[config.mk]
export PLATFORM = sky130hd
export DESIGN_NAME = evcap_unit
export DESIGN_NICKNAME = d
export VERILOG_FILES = /design/src/rtl/evcap_pkg.sv /design/src/rtl/evcap_event.sv /design/src/rtl/evcap_counter.sv /design/src/rtl/evcap_channel.sv /design/src/rtl/evcap_flags.sv /design/src/rtl/evcap_unit.sv
export SDC_FILE = /design/constraint.sdc
export NUM_CORES = 1
export LEC_CHECK = 0
export BUFFER_PORTS_ARGS = -buffer_cell sky130_fd_sc_hd__buf_2
export CAP_MARGIN = 20
export CORE_MARGIN = 3
export CORE_UTILIZATION = 47
export DETAILED_ROUTE_END_ITERATION = 6
export PLACE_DENSITY = 0.76
export SYNTH_ARGS = -nofsm -noshare
export SYNTH_HDL_FRONTEND = slang
export SYNTH_SLANG_ARGS = --single-unit
[constraint.sdc]
create_clock -name clk -period 2.4 [get_ports clk]
set_input_delay 0.12 -clock clk [delete_from_list [all_inputs] [get_ports clk]]
set_output_delay 0.12 -clock clk [all_outputs]
set_load 0.01 [all_outputs]
[src/rtl/evcap_pkg.sv]
package evcap_pkg;
  typedef enum logic [2:0] {
    ACT_OFF    = 3'd0,
    ACT_RETRIG = 3'd1,
    ACT_COUNT  = 3'd2,
    ACT_START  = 3'd3,
    ACT_STAMP  = 3'd4,
    ACT_PPW    = 3'd5,
    ACT_PWP    = 3'd6,
    ACT_PW     = 3'd7
  } evact_e;

  typedef enum logic [1:0] {
    KEEP_LAST = 2'd0,
    KEEP_MIN  = 2'd1,
    KEEP_MAX  = 2'd2,
    KEEP_ALT  = 2'd3
  } keep_e;

  localparam int          CH_N      = 2;
  localparam int          FLG_W     = 8;
  localparam int          FLG_OVF   = 0;
  localparam int          FLG_ERR   = 1;
  localparam int          FLG_CH0   = 4;
  localparam logic [7:0]  FLG_VALID = 8'h33;
endpackage

[src/rtl/evcap_event.sv]
module evcap_event (
  input  logic clk,
  input  logic rst_n,
  input  logic ev_in,
  input  logic ev_en,
  input  logic ev_inv,
  output logic rise,
  output logic fall
);
  logic ev_now;
  logic ev_q;

  assign ev_now = ev_en & (ev_in ^ ev_inv);

  always_ff @(posedge clk or negedge rst_n) begin
    if (!rst_n) ev_q <= 1'b0;
    else        ev_q <= ev_now;
  end

  assign rise = ev_now & ~ev_q;
  assign fall = ~ev_now & ev_q;
endmodule

[src/rtl/evcap_counter.sv]
module evcap_counter
  import evcap_pkg::*;
#(
  parameter int CNT_W = 16
) (
  input  logic             clk,
  input  logic             rst_n,
  input  logic             run,
  input  evact_e           act,
  input  logic             rise,
  output logic [CNT_W-1:0] cnt,
  output logic             ovf
);
  localparam logic [CNT_W-1:0] CNT_MAX = {CNT_W{1'b1}};

  logic live_q;
  logic waits;
  logic go;
  logic restart;
  logic tick;

  assign waits   = (act == ACT_RETRIG) || (act == ACT_START);
  assign go      = run & (live_q | ~waits);
  assign restart = run & rise & ((act == ACT_RETRIG) || (act == ACT_PPW) ||
                                 (act == ACT_PWP) || (act == ACT_PW));
  assign tick    = (act == ACT_COUNT) ? (run & rise) : go;
  assign ovf     = tick & ~restart & (cnt == CNT_MAX);

  always_ff @(posedge clk or negedge rst_n) begin
    if (!rst_n) begin
      live_q <= 1'b0;
      cnt    <= '0;
    end else begin
      live_q <= run & (live_q | (rise & waits));
      if (restart)   cnt <= '0;
      else if (tick) cnt <= cnt + 1'b1;
    end
  end
endmodule

[src/rtl/evcap_channel.sv]
module evcap_channel
  import evcap_pkg::*;
#(
  parameter int CNT_W = 16
) (
  input  logic             clk,
  input  logic             rst_n,
  input  logic             strobe,
  input  logic [1:0]       mode,
  input  logic [CNT_W-1:0] sample,
  output logic [CNT_W-1:0] value
);
  logic held_q;
  logic take;

  always_comb begin
    take = 1'b0;
    if (strobe) begin
      if (!held_q) begin
        take = 1'b1;
      end else begin
        case (keep_e'(mode))
          KEEP_MIN: take = (sample < value);
          KEEP_MAX: take = (sample > value);
          default:  take = 1'b1;
        endcase
      end
    end
  end

  always_ff @(posedge clk or negedge rst_n) begin
    if (!rst_n) begin
      held_q <= 1'b0;
      value  <= '0;
    end else begin
      if (strobe) held_q <= 1'b1;
      if (take)   value  <= sample;
    end
  end
endmodule

[src/rtl/evcap_flags.sv]
module evcap_flags
  import evcap_pkg::*;
(
  input  logic             clk,
  input  logic             rst_n,
  input  logic [FLG_W-1:0] set_v,
  input  logic [FLG_W-1:0] clr_v,
  input  logic [FLG_W-1:0] mask_set,
  input  logic [FLG_W-1:0] mask_clr,
  output logic [FLG_W-1:0] flags,
  output logic [FLG_W-1:0] mask,
  output logic             irq
);
  always_ff @(posedge clk or negedge rst_n) begin
    if (!rst_n) begin
      flags <= '0;
      mask  <= '0;
    end else begin
      flags <= ((flags & ~clr_v) | set_v) & FLG_VALID;
      mask  <= ((mask | mask_set) & ~mask_clr) & FLG_VALID;
    end
  end

  assign irq = |(flags & mask);
endmodule

[src/rtl/evcap_unit.sv]
module evcap_unit
  import evcap_pkg::*;
#(
  parameter int CNT_W = 16
) (
  input  logic             clk,
  input  logic             rst_n,
  input  logic             ev_in,
  input  logic             cfg_run,
  input  logic [2:0]       cfg_evact,
  input  logic             cfg_ev_en,
  input  logic             cfg_ev_inv,
  input  logic [1:0]       cfg_cap_en,
  input  logic [3:0]       cfg_cap_mode,
  input  logic [7:0]       flag_clr,
  input  logic [7:0]       ien_set,
  input  logic [7:0]       ien_clr,
  output logic [CNT_W-1:0] count_o,
  output logic [CNT_W-1:0] cap0_o,
  output logic [CNT_W-1:0] cap1_o,
  output logic [7:0]       flags_o,
  output logic [7:0]       ien_o,
  output logic             irq_o
);
  evact_e           act;
  logic             rise;
  logic             fall;
  logic             ovf;
  logic [CH_N-1:0]  strobe;
  logic [CH_N-1:0]  err_hit;
  logic [FLG_W-1:0] set_v;
  logic [CNT_W-1:0] cap_val [CH_N];

  assign act = evact_e'(cfg_evact);

  evcap_event u_event (
    .clk    (clk),
    .rst_n  (rst_n),
    .ev_in  (ev_in),
    .ev_en  (cfg_ev_en),
    .ev_inv (cfg_ev_inv),
    .rise   (rise),
    .fall   (fall)
  );

  evcap_counter #(.CNT_W(CNT_W)) u_counter (
    .clk   (clk),
    .rst_n (rst_n),
    .run   (cfg_run),
    .act   (act),
    .rise  (rise),
    .cnt   (count_o),
    .ovf   (ovf)
  );

  // Edge routing: which edge feeds which channel for each action.
  always_comb begin
    case (act)
      ACT_STAMP: strobe = {rise, rise};
      ACT_PPW:   strobe = {fall, rise};
      ACT_PWP:   strobe = {rise, fall};
      ACT_PW:    strobe = {fall, fall};
      default:   strobe = '0;
    endcase
    strobe = strobe & cfg_cap_en;
  end

  for (genvar g = 0; g < CH_N; g++) begin : g_ch
    evcap_channel #(.CNT_W(CNT_W)) u_ch (
      .clk    (clk),
      .rst_n  (rst_n),
      .strobe (strobe[g]),
      .mode   (cfg_cap_mode[2*g +: 2]),
      .sample (count_o),
      .value  (cap_val[g])
    );
    assign err_hit[g] = strobe[g] & flags_o[FLG_CH0+g] & ~flag_clr[FLG_CH0+g];
  end

  assign cap0_o = cap_val[0];
  assign cap1_o = cap_val[1];

  always_comb begin
    set_v                      = '0;
    set_v[FLG_OVF]             = ovf;
    set_v[FLG_ERR]             = |err_hit;
    set_v[FLG_CH0 +: CH_N]     = strobe;
  end

  evcap_flags u_flags (
    .clk      (clk),
    .rst_n    (rst_n),
    .set_v    (set_v),
    .clr_v    (flag_clr),
    .mask_set (ien_set),
    .mask_clr (ien_clr),
    .flags    (flags_o),
    .mask     (ien_o),
    .irq      (irq_o)
  );
endmodule

==> insert_results.sql <==
INSERT INTO impl_metrics (metric_group, metric, value, unit) VALUES
('sta', 'max-slew-margin-rel', '59.0', '%'),
('placed_design', 'post-dp-hpwl', '6490', 'um'),
('floorplan', 'floorplan.initialDensity', '49.0', '%'),
('sta', 'final_setup_margin', '-0.138', 'ns'),
('floorplan', 'dieWidth', '93.7', 'um'),
('critical_path', 'cp.required', '2.62', 'ns'),
('sta', 'report.final.hold_viol_count', '0', ''),
('clock_network', 'clk-insertion-delay-late', '0.34', 'ns'),
('critical_path', 'worstPathArrival', '2.76', 'ns'),
('grt', 'grt_pass1_wl', '14700', 'um'),
('yosys', 'synth_enable_flop_cells', '0', ''),
('routing', 'postRouteWirelength', '9250', 'um'),
('yosys', 'syn-cell-area', '3610', 'um^2'),
('yosys', 'yosysTopAreaCellShare', '41.6', '%'),
('status', 'status', 'complete, but fails checks', ''),
('sta', 'finalCriticalPeriod', '2.54', 'ns'),
('sta', 'setup_violations', '28', ''),
('yosys', 'synth.yosys.seq_area_share', '41.6', '%'),
('grt', 'grt.total_usage', '21.3', '%'),
('sta', 'maxClockFrequency', '394', 'MHz'),
('placed_design', 'io_buffers', '83', ''),
('sta', 'tightest_slew', '0.613', 'ns'),
('critical_path', 'criticalPathCategory', 'reg2reg', ''),
('yosys', 'netlist_top_cells_count', 'sky130_fd_sc_hd__dfrtp_1 (60), sky130_fd_sc_hd__inv_1 (43), sky130_fd_sc_hd__ha_1 (37), sky130_fd_sc_hd__nor2_1 (22)', ''),
('floorplan', 'fp.dieH', '93.7', 'um'),
('yosys', 'number_of_synthesized_register_bits', '60', ''),
('routing', 'post_drt_wl_per_cell', '15.5', 'um'),
('placed_design', 'pre_cts_slack', '-0.117', 'ns'),
('routing', 'number_of_drc_markers_after_the_initial_detailed_route_iteration', '209', ''),
('placed_design', 'final_weighted_congestion_of_routability_driven_global_placement', '0.866', ''),
('pwr', 'power_density', '816', 'nW/um^2'),
('grt', 'vias_in_the_first_global_route', '3170', ''),
('hold_path', 'worst_hold_path_type', 'in2reg', ''),
('clock_network', 'clk_pin_slew_worst_paths', '0.07', 'ns'),
('sta', 'fin_crit_sh', '106', '%'),
('yosys', 'netlist_instances', '342', ''),
('floorplan', 'std_cell_rows', '31', ''),
('sta', 'hold_ws', '0.0175', 'ns'),
('final_layout', 'flow.area_growth_from_synthesis', '38.2', '%'),
('floorplan', 'floorplan.core_area', '7370', 'um^2'),
('final_layout', 'nNetsFinal', '567', ''),
('sta', 'grt_setup_unrepaired', 'yes', ''),
('final_layout', 'num_antenna_cells', '0', ''),
('yosys', 'post_synth_main_area_contributors', 'sky130_fd_sc_hd__dfrtp_1 (42%), sky130_fd_sc_hd__ha_1 (13%), sky130_fd_sc_hd__mux2_4 (6.2%), sky130_fd_sc_hd__inv_1 (4.5%), sky130_fd_sc_hd__mux2_2 (3.7%)', ''),
('routing', 'drcViolationCount', '0', ''),
('critical_path', 'critPathLaunchType', 'register', ''),
('status', 'violations_in_the_final_reports', 'setup timing', ''),
('yosys', 'post_synth.cell_area_avg', '10.6', 'um^2'),
('routing', 'num_vias', '3162', ''),
('routing', 'detail-route-antenna-nets', '0', ''),
('grt', 'grt_max_degree', '61', ''),
('yosys', 'netlist.top_cell.by_area', 'sky130_fd_sc_hd__dfrtp_1', ''),
('yosys', 'synth.yosys.warnings', '0', ''),
('final_layout', 'reg_area', '1510', 'um^2'),
('yosys', 'most_frequently_used_flop_master_after_synthesis', 'sky130_fd_sc_hd__dfrtp_1', ''),
('clock_network', 'htree_levels', '3', ''),
('pwr', 'irDropWorstVdd', '0.000425', 'V'),
('yosys', 'synth_cell_type_count', '50', ''),
('pwr', 'power.total', '4.07', 'mW'),
('final_layout', 'multi_input_area', '2100', 'um^2'),
('final_layout', 'final.fill_count', '576', ''),
('routing', 'firstDrtPassIters', '4', ''),
('final_layout', 'drive_above_1_share', '43.5', '%'),
('routing', 'drt-vias-per-instance', '5.31', ''),
('yosys', 'yosysMostFrequentCell', 'sky130_fd_sc_hd__dfrtp_1', ''),
('clock_network', 'clock-sinks', '60', ''),
('clock_network', 'max-clock-path-buffers', '2', ''),
('floorplan', 'io-pin-count', '104', ''),
('floorplan', 'die-area', '8770', 'um^2'),
('critical_path', 'critical_path_peak_fanout', '8', ''),
('pwr', 'power_leakage', '2.56', 'nW'),
('clock_network', 'clock-root-buffer', 'sky130_fd_sc_hd__clkbuf_8', ''),
('yosys', 'synth-async-reset-ratio', '100', '%'),
('flow_run', 'cap_viol_max_count', '0', ''),
('clock_network', 'tritoncts.num_buffers', '9', ''),
('clock_network', 'tritoncts_clock_tree', 'done', ''),
('grt', 'antenna_found_initial', '0', ''),
('sta', 'finClkSkew', '0.00929', 'ns'),
('grt', 'globalRouteOverflowTotal', '0', ''),
('sta', 'slew_limit_fails', '0', ''),
('critical_path', 'worst_setup_path_end_kind', 'register', '');
-- state kept, by name, indices dropped and copies added, names as in the netlist --
signal / cells
g_ch.u_ch.value: 32
u_counter.cnt: 16
u_flags.flags: 4
u_flags.mask: 4
g_ch.u_ch.held_q: 2
u_counter.live_q: 1
u_event.ev_q: 1
-- report_power, final --
group          total [mW]  internal [mW]  switching, mW
clock               0.800          0.396          0.405
combinational        1.93          0.958          0.976
sequential           1.34           1.19          0.154
-- cell families after synthesis --
kind of cell	count (synthesis)	synth area share (%)
AND/OR/NAND/NOR	92	14.1
flip-flops	60	41.6
buffers and inverters	57	7.17
AO/OA/AOI/OAI	48	9.08
adder cells (fa/ha/maj)	37	12.8
multiplexers	35	12.3
XOR/XNOR	12	2.91
other	1	0.104
-- metal layers --
layer / wire, um / global-route usage (%)
met5: 0 / 0
met3: 540 / 4.73
met4: 197 / 7.34
met2: 4500 / 35.5
met1: 4010 / 27.4
-- critical path: stages, from the launching register on --
cell and delay, ns:
sky130_fd_sc_hd__dfrtp_1 0.39, sky130_fd_sc_hd__inv_2 0.07, sky130_fd_sc_hd__ha_4 0.20, sky130_fd_sc_hd__nor2b_4 0.12, sky130_fd_sc_hd__o211ai_1 0.31, sky130_fd_sc_hd__a2111oi_4 0.14, sky130_fd_sc_hd__nor4_2 0.32, sky130_fd_sc_hd__buf_4 0.18
sky130_fd_sc_hd__mux2_4 0.38, sky130_fd_sc_hd__mux2_4 0.32
-- cell usage in the layout (no fill, tap or decap), types with 7 or more instances in the layout --
| cell | n |
|---|---|
| sky130_fd_sc_hd__mux2_4 | 22 |
| sky130_fd_sc_hd__nand2_1 | 15 |
| sky130_fd_sc_hd__dfrtp_1 | 53 |
| sky130_fd_sc_hd__a21oi_1 | 14 |
| sky130_fd_sc_hd__buf_2 | 83 |
| sky130_fd_sc_hd__conb_1 | 8 |
| sky130_fd_sc_hd__clkbuf_8 | 10 |
| sky130_fd_sc_hd__inv_1 | 40 |
| sky130_fd_sc_hd__dlygate4sd3_1 | 8 |
| sky130_fd_sc_hd__ha_1 | 29 |
| sky130_fd_sc_hd__mux2i_1 | 7 |
| sky130_fd_sc_hd__nand4_1 | 17 |
| sky130_fd_sc_hd__buf_4 | 47 |
| sky130_fd_sc_hd__nor2_1 | 22 |
| sky130_fd_sc_hd__ha_4 | 8 |
| sky130_fd_sc_hd__xor2_1 | 10 |
| sky130_fd_sc_hd__dfrtp_2 | 7 |
-- final timing paths --
path	start	end	slack [ns]	depth (start not counted)
worst max register to register	g_ch[0].u_ch.value[1]$_DFFE_PN0P_	g_ch[0].u_ch.value[9]$_DFFE_PN0P_	-0.14	9
worst max-delay path	g_ch[0].u_ch.value[1]$_DFFE_PN0P_	g_ch[0].u_ch.value[9]$_DFFE_PN0P_	-0.14	9
worst min register to register	g_ch[0].u_ch.held_q$_DFFE_PN0P_	g_ch[0].u_ch.held_q$_DFFE_PN0P_	0.48	1
min in group asynchronous	rst_n	g_ch[0].u_ch.value[10]$_DFFE_PN0P_	0.33	3
worst min-delay path	ien_set[1]	u_flags.mask[1]$_DFF_PN0_	0.02	3
max in group asynchronous	rst_n	u_counter.cnt[1]$_DFFE_PN0P_	1.78	3
-- final cells by class --
cell class | instances | share of cell area (%)
Multi-Input combinational cell | 233 | 42.1
Tap cell | 99 | 2.48
Timing Repair Buffer | 144 | 18.5
Clock buffer | 11 | 2.83
Clock inverter | 5 | 0.551
Sequential cell | 60 | 30.2
Inverter | 43 | 3.23
-- through the flow --
step	setup TNS, ns	cells	instance area [um^2]	util [%]
finish	-2.10	595	4990	67.8
global route	-4.37	595	4990	67.8
CTS	-0.838	581	4730	64.1
detailed placement	-1.98	549	4370	59.3
global placement	-0.938	549	4370	59.3
floorplan	-0.281	349	3670	-
-- what timing repair did --
action,CTS,global route
setup endpoints to repair,25,29
hold buffers,8,0
hold endpoints to repair,64,0
pin swaps,4,9
buffers inserted,7,13
gates resized for setup,11,32
gates cloned,1,1
(Power assumes the default switching activity.)
